$ cat src/rtl/cfgld_pkg.sv
package cfgld_pkg;
  localparam int BYTE_BITS = 8;

  typedef enum logic [1:0] {
    BYTE_MAIN = 2'd0,
    BYTE_SUB  = 2'd1,
    BYTE_DATA = 2'd2
  } byteKind_t;

  typedef struct packed {
    logic                 valid;
    byteKind_t            kind;
    logic [BYTE_BITS-1:0] value;
  } byteStrobe_t;
endpackage

$ cat src/rtl/cfgld_ctrl.sv
module cfgld_ctrl
  import cfgld_pkg::*;
#(
  parameter int SYNC_STAGES = 2
) (
  input  logic        clk,
  input  logic        rstN,
  input  logic        serSelN,
  input  logic        serClk,
  input  logic        serData,
  output byteStrobe_t strobe,
  output logic        busy
);
  localparam int CNT_W = $clog2(BYTE_BITS);
  localparam logic [CNT_W-1:0] LAST_BIT = CNT_W'(BYTE_BITS - 1);

  logic [SYNC_STAGES-1:0] selSync, clkSync, datSync;
  logic                   clkPrev;
  logic [CNT_W-1:0]       bitCnt;
  logic [BYTE_BITS-1:0]   shiftReg;
  byteKind_t              byteIdx;
  logic                   selLow, sclkRise, datBit;
  logic [BYTE_BITS-1:0]   nextByte;

  // two-stage (parameterised) resynchronisers for the three serial wires
  always_ff @(posedge clk or negedge rstN) begin
    if (!rstN) begin
      selSync <= '1;
      clkSync <= '0;
      datSync <= '0;
      clkPrev <= 1'b0;
    end else begin
      selSync <= {selSync[SYNC_STAGES-2:0], serSelN};
      clkSync <= {clkSync[SYNC_STAGES-2:0], serClk};
      datSync <= {datSync[SYNC_STAGES-2:0], serData};
      clkPrev <= clkSync[SYNC_STAGES-1];
    end
  end

  assign selLow   = ~selSync[SYNC_STAGES-1];
  assign sclkRise = clkSync[SYNC_STAGES-1] & ~clkPrev;
  assign datBit   = datSync[SYNC_STAGES-1];
  assign nextByte = {shiftReg[BYTE_BITS-2:0], datBit};

  always_ff @(posedge clk or negedge rstN) begin
    if (!rstN) begin
      bitCnt   <= '0;
      shiftReg <= '0;
      byteIdx  <= BYTE_MAIN;
      strobe   <= '0;
      busy     <= 1'b0;
    end else begin
      strobe.valid <= 1'b0;
      busy         <= selLow | strobe.valid;
      if (!selLow) begin
        bitCnt  <= '0;
        byteIdx <= BYTE_MAIN;
      end else if (sclkRise) begin
        shiftReg <= nextByte;
        if (bitCnt == LAST_BIT) begin
          bitCnt       <= '0;
          strobe.valid <= 1'b1;
          strobe.kind  <= byteIdx;
          strobe.value <= nextByte;
          if (byteIdx != BYTE_DATA) byteIdx <= byteKind_t'(byteIdx + 2'd1);
        end else begin
          bitCnt <= bitCnt + 1'b1;
        end
      end
    end
  end
endmodule

$ cat src/rtl/cfgld_dp.sv
module cfgld_dp
  import cfgld_pkg::*;
#(
  parameter int NUM_MEM   = 3,
  parameter int MEM_DEPTH = 208,
  parameter int MEM_BITS  = 6,
  parameter int NUM_REG   = 10,
  parameter int ADDR_W    = 8
) (
  input  logic                              clk,
  input  logic                              rstN,
  input  byteStrobe_t                       strobe,
  output logic [NUM_MEM-1:0]                memWe,
  output logic [ADDR_W-1:0]                 memAddr,
  output logic [MEM_BITS-1:0]               memData,
  output logic [NUM_REG-1:0][BYTE_BITS-1:0] regBank
);
  localparam int PTR_W     = ADDR_W + 1;
  localparam int REG_IDX_W = $clog2(NUM_REG);

  logic [NUM_MEM:0]   mask;
  logic [PTR_W-1:0]   ptr;
  logic               memInRange, regInRange, isData;
  logic [NUM_MEM-1:0] memHit;

  assign isData     = strobe.valid && (strobe.kind == BYTE_DATA);
  assign memInRange = ptr < PTR_W'(MEM_DEPTH);
  assign regInRange = ptr < PTR_W'(NUM_REG);

  for (genvar g = 0; g < NUM_MEM; g++) begin : g_hit
    assign memHit[g] = isData & mask[g] & memInRange;
  end

  always_ff @(posedge clk or negedge rstN) begin
    if (!rstN) begin
      mask    <= '0;
      ptr     <= '0;
      memWe   <= '0;
      memAddr <= '0;
      memData <= '0;
      regBank <= '0;
    end else begin
      memWe <= memHit;
      if (strobe.valid) begin
        case (strobe.kind)
          BYTE_MAIN: mask <= strobe.value[NUM_MEM:0];
          BYTE_SUB:  ptr  <= {1'b0, strobe.value[ADDR_W-1:0]};
          default: begin
            memAddr <= ptr[ADDR_W-1:0];
            memData <= strobe.value[MEM_BITS-1:0];
            if (mask[NUM_MEM] && regInRange)
              regBank[ptr[REG_IDX_W-1:0]] <= strobe.value;
            if (!ptr[PTR_W-1]) ptr <= ptr + 1'b1;
          end
        endcase
      end
    end
  end
endmodule

$ cat src/rtl/serial_cfg_loader.sv
module serial_cfg_loader
  import cfgld_pkg::*;
#(
  parameter int NUM_MEM     = 3,
  parameter int MEM_DEPTH   = 208,
  parameter int MEM_BITS    = 6,
  parameter int ADDR_W      = 8,
  parameter int SYNC_STAGES = 2
) (
  input  logic                clk,
  input  logic                rstN,
  input  logic                serSelN,
  input  logic                serClk,
  input  logic                serData,
  output logic [NUM_MEM-1:0]  memWe,
  output logic [ADDR_W-1:0]   memAddr,
  output logic [MEM_BITS-1:0] memData,
  output logic [3:0]          hFirst,
  output logic [3:0]          hLast,
  output logic [3:0]          vFirst,
  output logic [3:0]          vLast,
  output logic [7:0]          hStartPos,
  output logic [7:0]          hPitch,
  output logic [3:0]          vStartPos,
  output logic [4:0]          vStep,
  output logic [5:0]          vPitch,
  output logic [6:0]          vPitchInv,
  output logic                corrEnable,
  output logic                hsyncPolPos,
  output logic                vstPolPos,
  output logic                vScanNormal,
  output logic                hScanNormal,
  output logic [2:0]          dacPhase,
  output logic [1:0]          standby,
  output logic [5:0]          idleLevel,
  output logic                busy
);
  localparam int NUM_REG = 10;

  byteStrobe_t                       strobe;
  logic [NUM_REG-1:0][BYTE_BITS-1:0] regBank;

  cfgld_ctrl #(.SYNC_STAGES(SYNC_STAGES)) u_ctrl (
    .clk(clk), .rstN(rstN), .serSelN(serSelN), .serClk(serClk),
    .serData(serData), .strobe(strobe), .busy(busy)
  );

  cfgld_dp #(
    .NUM_MEM(NUM_MEM), .MEM_DEPTH(MEM_DEPTH), .MEM_BITS(MEM_BITS),
    .NUM_REG(NUM_REG), .ADDR_W(ADDR_W)
  ) u_dp (
    .clk(clk), .rstN(rstN), .strobe(strobe), .memWe(memWe),
    .memAddr(memAddr), .memData(memData), .regBank(regBank)
  );

  assign {hFirst, hLast} = regBank[0];
  assign {vFirst, vLast} = regBank[1];
  assign hStartPos       = regBank[2];
  assign hPitch          = regBank[3];
  assign vStartPos       = regBank[4][3:0];
  assign vStep           = regBank[5][4:0];
  assign vPitch          = regBank[6][5:0];
  assign vPitchInv       = regBank[7][6:0];
  assign {corrEnable, hsyncPolPos, vstPolPos, vScanNormal, hScanNormal, dacPhase} = regBank[8];
  assign {standby, idleLevel} = regBank[9];
endmodule

$ cat config.mk
export PLATFORM = sky130hd
export DESIGN_NAME = serial_cfg_loader
export DESIGN_NICKNAME = d
export VERILOG_FILES = /design/src/rtl/cfgld_pkg.sv /design/src/rtl/cfgld_ctrl.sv /design/src/rtl/cfgld_dp.sv /design/src/rtl/serial_cfg_loader.sv
export SDC_FILE = /design/constraint.sdc
export NUM_CORES = 1
export LEC_CHECK = 0
export ABC_AREA = 1
export BUFFER_PORTS_ARGS = -buffer_cell sky130_fd_sc_hd__buf_2
export CAP_MARGIN = 10
export CELL_PAD_IN_SITES_DETAIL_PLACEMENT = 0
export CELL_PAD_IN_SITES_GLOBAL_PLACEMENT = 1
export CORE_MARGIN = 5
export CORE_UTILIZATION = 34
export DETAILED_ROUTE_END_ITERATION = 6
export MAX_ROUTING_LAYER = met4
export PLACE_DENSITY = 0.67
export SLEW_MARGIN = 20
export SYNTH_ARGS = -nofsm -noshare
export SYNTH_HDL_FRONTEND = slang
export SYNTH_HIERARCHICAL = 1
export SYNTH_SLANG_ARGS = --single-unit
$ cat constraint.sdc
create_clock -name clk -period 4.6 [get_ports clk]
set_input_delay 0.23 -clock clk [delete_from_list [all_inputs] [get_ports clk]]
set_output_delay 0.23 -clock clk [all_outputs]
set_load 0.005 [all_outputs]
# Word-level counts from Yosys, hierarchy flattened
# Cells that the tools add are included.
[totals]
n_memories = 0
romBits = 0
latchBits = 0
reg_bits = 141
ramBits = 0
[op_classes]
n_mux = 15
add_sub_neg = 3
n_mul = 0
reduce_logical = 16
order_cmp = 4
shift = 0
bitwise_logic = 12
eq_ne = 5
n_div = 0
[op_table]
columns = ["operator", "count"]
rows = [
  ["80-bit bitwise mux", 1],
  ["11-bit two-way mux", 3],
  ["8-bit demux with 4-bit select", 1],
  ["9-bit one-hot mux with 2 select lines", 1],
  ["3-bit AND reduction", 4],
  ["9-bit by 1-bit adder with 9-bit output (second input constant)", 1],
  ["9-bit by 4-bit < comparator with 1-bit output (second input constant)", 1],
  ["9-bit by 8-bit < comparator with 1-bit output (second input constant)", 1],
  ["3-bit two-way mux", 3],
  ["9-bit two-way mux", 1],
  ["2-bit two-way mux", 4],
  ["8-bit two-way mux", 1],
  ["2-bit AND reduction", 4],
  ["1-bit bitwise AND", 7],
  ["2-bit nonzero test", 3],
  ["4-bit by 5-bit < comparator with 1-bit output (second input constant)", 1],
  ["4-bit by 1-bit >= comparator with 1-bit output (second input constant)", 1],
  ["2-bit inequality test (second input constant)", 2],
  ["1-bit inverter", 4],
  ["3-bit by 1-bit adder with 3-bit output (second input constant)", 1],
  ["3-bit == test (second input constant)", 1],
  ["1-bit logical AND", 3],
  ["2-bit by 1-bit adder with 2-bit output (second input constant)", 1],
  ["2-bit by 1-bit == test with 1-bit output (second input constant)", 1],
  ["other kinds (4)", 4],
]

# Longest topological paths before layout
[depth]
depth_word = 5
depth_mapped = 8
depth_no_buf = 8

# Cells and area by module
# Netlist, hierarchy kept.
[modules_own_cells]
columns = ["mod", "area_each_um2", "n_inst", "cells_per_inst"]
rows = [
  ["cfgld_dp", 5134.9, 1, 571],
  ["cfgld_ctrl", 1206.2, 1, 122],
]

# Worst setup path after synthesis
# OpenSTA, ideal clock, no wires.
[synth_timing]
path_type = "flip-flop to flip-flop"
startpoint = "reg u_dp.ptr[0]"
endpoint = "reg u_dp/regBank[20] (netlist name)"
setup_slack_ns = 3.056
period_less_slack_ns = 1.544
required_ns = 4.534
path_buffers = 2
path_stages_with_launch = 7
arrival_ns = 1.478
cell_sequence = "dfrtp_1 > inv_1 > ha_1 > buf_1 > clkbuf_1 > nand4_1 > nand2_1"
[synth_via]
elab_chain_cells = 5
[synth_lines]
columns = ["item", "line", "text"]
rows = [
  ["from (decl)", "cfgld_dp.sv:22", "logic [PTR_W-1:0] ptr;"],
  ["from (signal assigned)", "cfgld_dp.sv:47", "BYTE_SUB: ptr <= {1'b0, strobe.value[ADDR_W-1:0]};"],
  ["from (signal assigned)", "cfgld_dp.sv:53", "if (!ptr[PTR_W-1]) ptr <= ptr + 1'b1;"],
  ["4-bit by 5-bit < comparator with 1-bit output (implied by the code) or 4-bit by 1-bit >= comparator with 1-bit output (tied branches)", "cfgld_dp.sv:52", "regBank[ptr[REG_IDX_W-1:0]] <= strobe.value;"],
  ["1-bit logical AND (implied by the code)", "cfgld_dp.sv:52", ""],
  ["8-bit two-way mux (implied by the code)", "cfgld_dp.sv:52", ""],
  ["8-bit demux with 4-bit select", "n/a", ""],
  ["80-bit bitwise mux", "cfgld_dp.sv:52", ""],
  ["to (signal, indexed assignment)", "cfgld_dp.sv:52", ""],
  ["to (decl)", "cfgld_dp.sv:16", "output logic [NUM_REG-1:0][BYTE_BITS-1:0] regBank"],
]
# Several ways; a longest one is shown, not always the timed one.
# A chain may end at the register's enable or synchronous reset.

# Worst setup path after layout
[layout_timing]
startpoint = "reg u_dp.ptr[0]"
endpoint = "reg u_dp/regBank[7] (netlist name)"
# The elaborated chain is that of the path after synthesis.

==> metrics <==
fillers approximately 1700; final setup TNS 0 ns; core area between 0.015 and 0.02 mm2; Syn-to-layout area delta 18.3%; global-route wire length before repair 25.6 mm; Inserted Clock Buffers 17; CTS tree yes; n_diodes 0; cells after synthesis between 600 and 700; pre-CTS WS between 2 and 2.5 ns; WHS between 0.3 and 0.4 ns; FMAX 0.464 GHz; final setup fails 0; DR vias/cell between 4 and 5; Synth Net Count 664; critical path startpoint category flop; Avg Cell Area, Syn approximately 9.1 um2; DRC Markers 0; Worst Skew 0.0193 ns; status complete, no violations; worst r2r dst u_dp/regBank[7]$_DFFE_PN0P_; worst slew pin tran 1.06 ns; min-delay src u_ctrl/datSync[0]$_DFF_PN0_; ANT nets after route 0; Root Buffer clkbuf_16; I/O pins 93; R2R Setup Slk 2.44 ns; Period minus WS final 2.16 ns; clock insertion delay at the later pin of the skew report around 0.42 ns; crit-path max FO 23; PnR Total Power 2.48 mW; WS Path Type flop to flop; Worst EP required 4.90 ns; Sink Count 131; Max Buffers Root-to-Sink 2; pwr/cell area 352 mW/mm2; crit path DAT around 2.5 ns; Util after Layout 0.408; largest net degree at the start of global routing 85; synth warn 6; worst r2r path cells 5; violation count after the first detailed-route iteration 354; Leakage 3.88 nW; number of global-route vias before repair ~4700; DRT Wirelength ~16 mm; routed via count 4815; CTS resizes 0; Initial Util 0.345; Hold Buf Count CTS 3; Hold Vio Cnt, Final 0; Peak supply drop 0.249 mV; total congestion overflow 0; slew margin rel. 0.294; crit share post-route 0.469; layout cells sized above 1 0.217; MaxCap Viol Count 0; Total GRT Usage 0.166; WHS Path Cells 0; Port Buffers 92; Slew Viols, Final 0; Die X 142 um; Worst Slack Setup Final 2.44 ns; worst min path class flop to flop; global placement routability congestion 0.867; Worst setup EP type flop; initial antenna violation count 0; CTS H-tree depth 4; Worst R2R Start u_dp/ptr[0]$_DFFE_PN0P_; Nets 741; # rows 48; Cell Area, Synth 0.00595 mm2; CTS clk-pin slew, worst paths 0.06 ns; drt wl/cell approximately 16 um; dpl hpwl between 10 and 15 mm; RSZ-0062 raised after global routing no; drt pass-1 iters 5; setup bufs post-CTS 0; Worst Hold End u_ctrl/datSync[1]$_DFF_PN0_; DIE HEIGHT 142 um; area of the die slightly above 0.02 mm2
-- cell usage in the layout (no fill, tap or decap), types with 2 or more instances in the layout --
cell,n
dfrtp_1,129
nor2_8,2
nand4_1,70
clkbuf_16,17
buf_2,91
o22ai_1,2
clkbuf_8,4
clkbuf_1,2
nor2_2,5
dfstp_2,2
ha_1,7
nand2_2,6
nand3_1,24
nor2_4,4
dlygate4sd3_1,4
inv_2,6
clkinvlp_4,4
o21ai_0,28
a21boi_0,4
nand4_4,9
inv_1,43
nand2_1,240
clkinv_2,5
nor2_1,22
-- layout make-up --
cell class	instances	area, um2	share of cell area
flip-flops and latches	131	3280	0.466
multi-input cells	432	2230	0.317
repair buffers	97	514	0.0731
clock buffers	23	488	0.0694
well taps	225	282	0.0400
inverters	49	184	0.0261
clock inverters	9	55.1	0.00783
-- per-stage QoR --
step / cells / cell area, um2
after global placement: 930 / 6440
after global routing: 966 / 7030
final: 966 / 7030
after floorplan: 651 / 5950
after CTS: 965 / 7020
after detailed placement: 930 / 6440
-- report_power, final --
group          total (mW)  internal (mW)  switching [mW]
Clock                1.23          0.740           0.490
Sequential           1.19           1.18          0.0150
Combinational      0.0555         0.0161          0.0394
Total                2.48           1.93           0.545
-- flip-flops by register name (all words and copies together) (netlist names) --
name / count
u_ctrl/clkSync: 2
u_dp/mask: 4
u_ctrl/selSync: 2
u_dp/regBank: 70
u_ctrl/byteIdx: 2
u_ctrl/datSync: 2
u_dp/memData: 6
u_dp/memWe: 3
u_dp/memAddr: 8
u_ctrl/strobe: 11
u_ctrl/busy: 1
u_ctrl/clkPrev: 1
u_ctrl/shiftReg: 7
u_dp/ptr: 9
u_ctrl/bitCnt: 3
-- worst max path at each step --
stage               cells after the start               startpoint                           end
finish                                  5  u_dp/ptr[0]$_DFFE_PN0P_   u_dp/regBank[7]$_DFFE_PN0P_
global route                            5  u_dp/ptr[0]$_DFFE_PN0P_   u_dp/regBank[5]$_DFFE_PN0P_
CTS                                     5  u_dp/ptr[0]$_DFFE_PN0P_   u_dp/regBank[5]$_DFFE_PN0P_
detailed placement                      5  u_dp/ptr[0]$_DFFE_PN0P_   u_dp/regBank[5]$_DFFE_PN0P_
global placement                        5  u_dp/ptr[1]$_DFFE_PN0P_  u_dp/regBank[14]$_DFFE_PN0P_
floorplan                               6  u_dp/ptr[0]$_DFFE_PN0P_  u_dp/regBank[50]$_DFFE_PN0P_
-- per-layer routing --
layer | vias to the layer above | GRT usage | wire, um
met5 | - | - | 0
li1 | 2294 | - | -
met2 | 128 | 0.253 | 7500
met4 | 0 | 0.0530 | 256
met1 | 2375 | 0.224 | 7230
met3 | 18 | 0.0343 | 716
-- critical path, cell delays in order, from the launching register on --
cell,delay (ns)
dfrtp_1,0.43
inv_1,0.19
ha_1,0.89
nand4_4,0.33
nand2_1,0.13
nand2_1,0.06
Note: power is estimated with default switching activity, not from simulation.
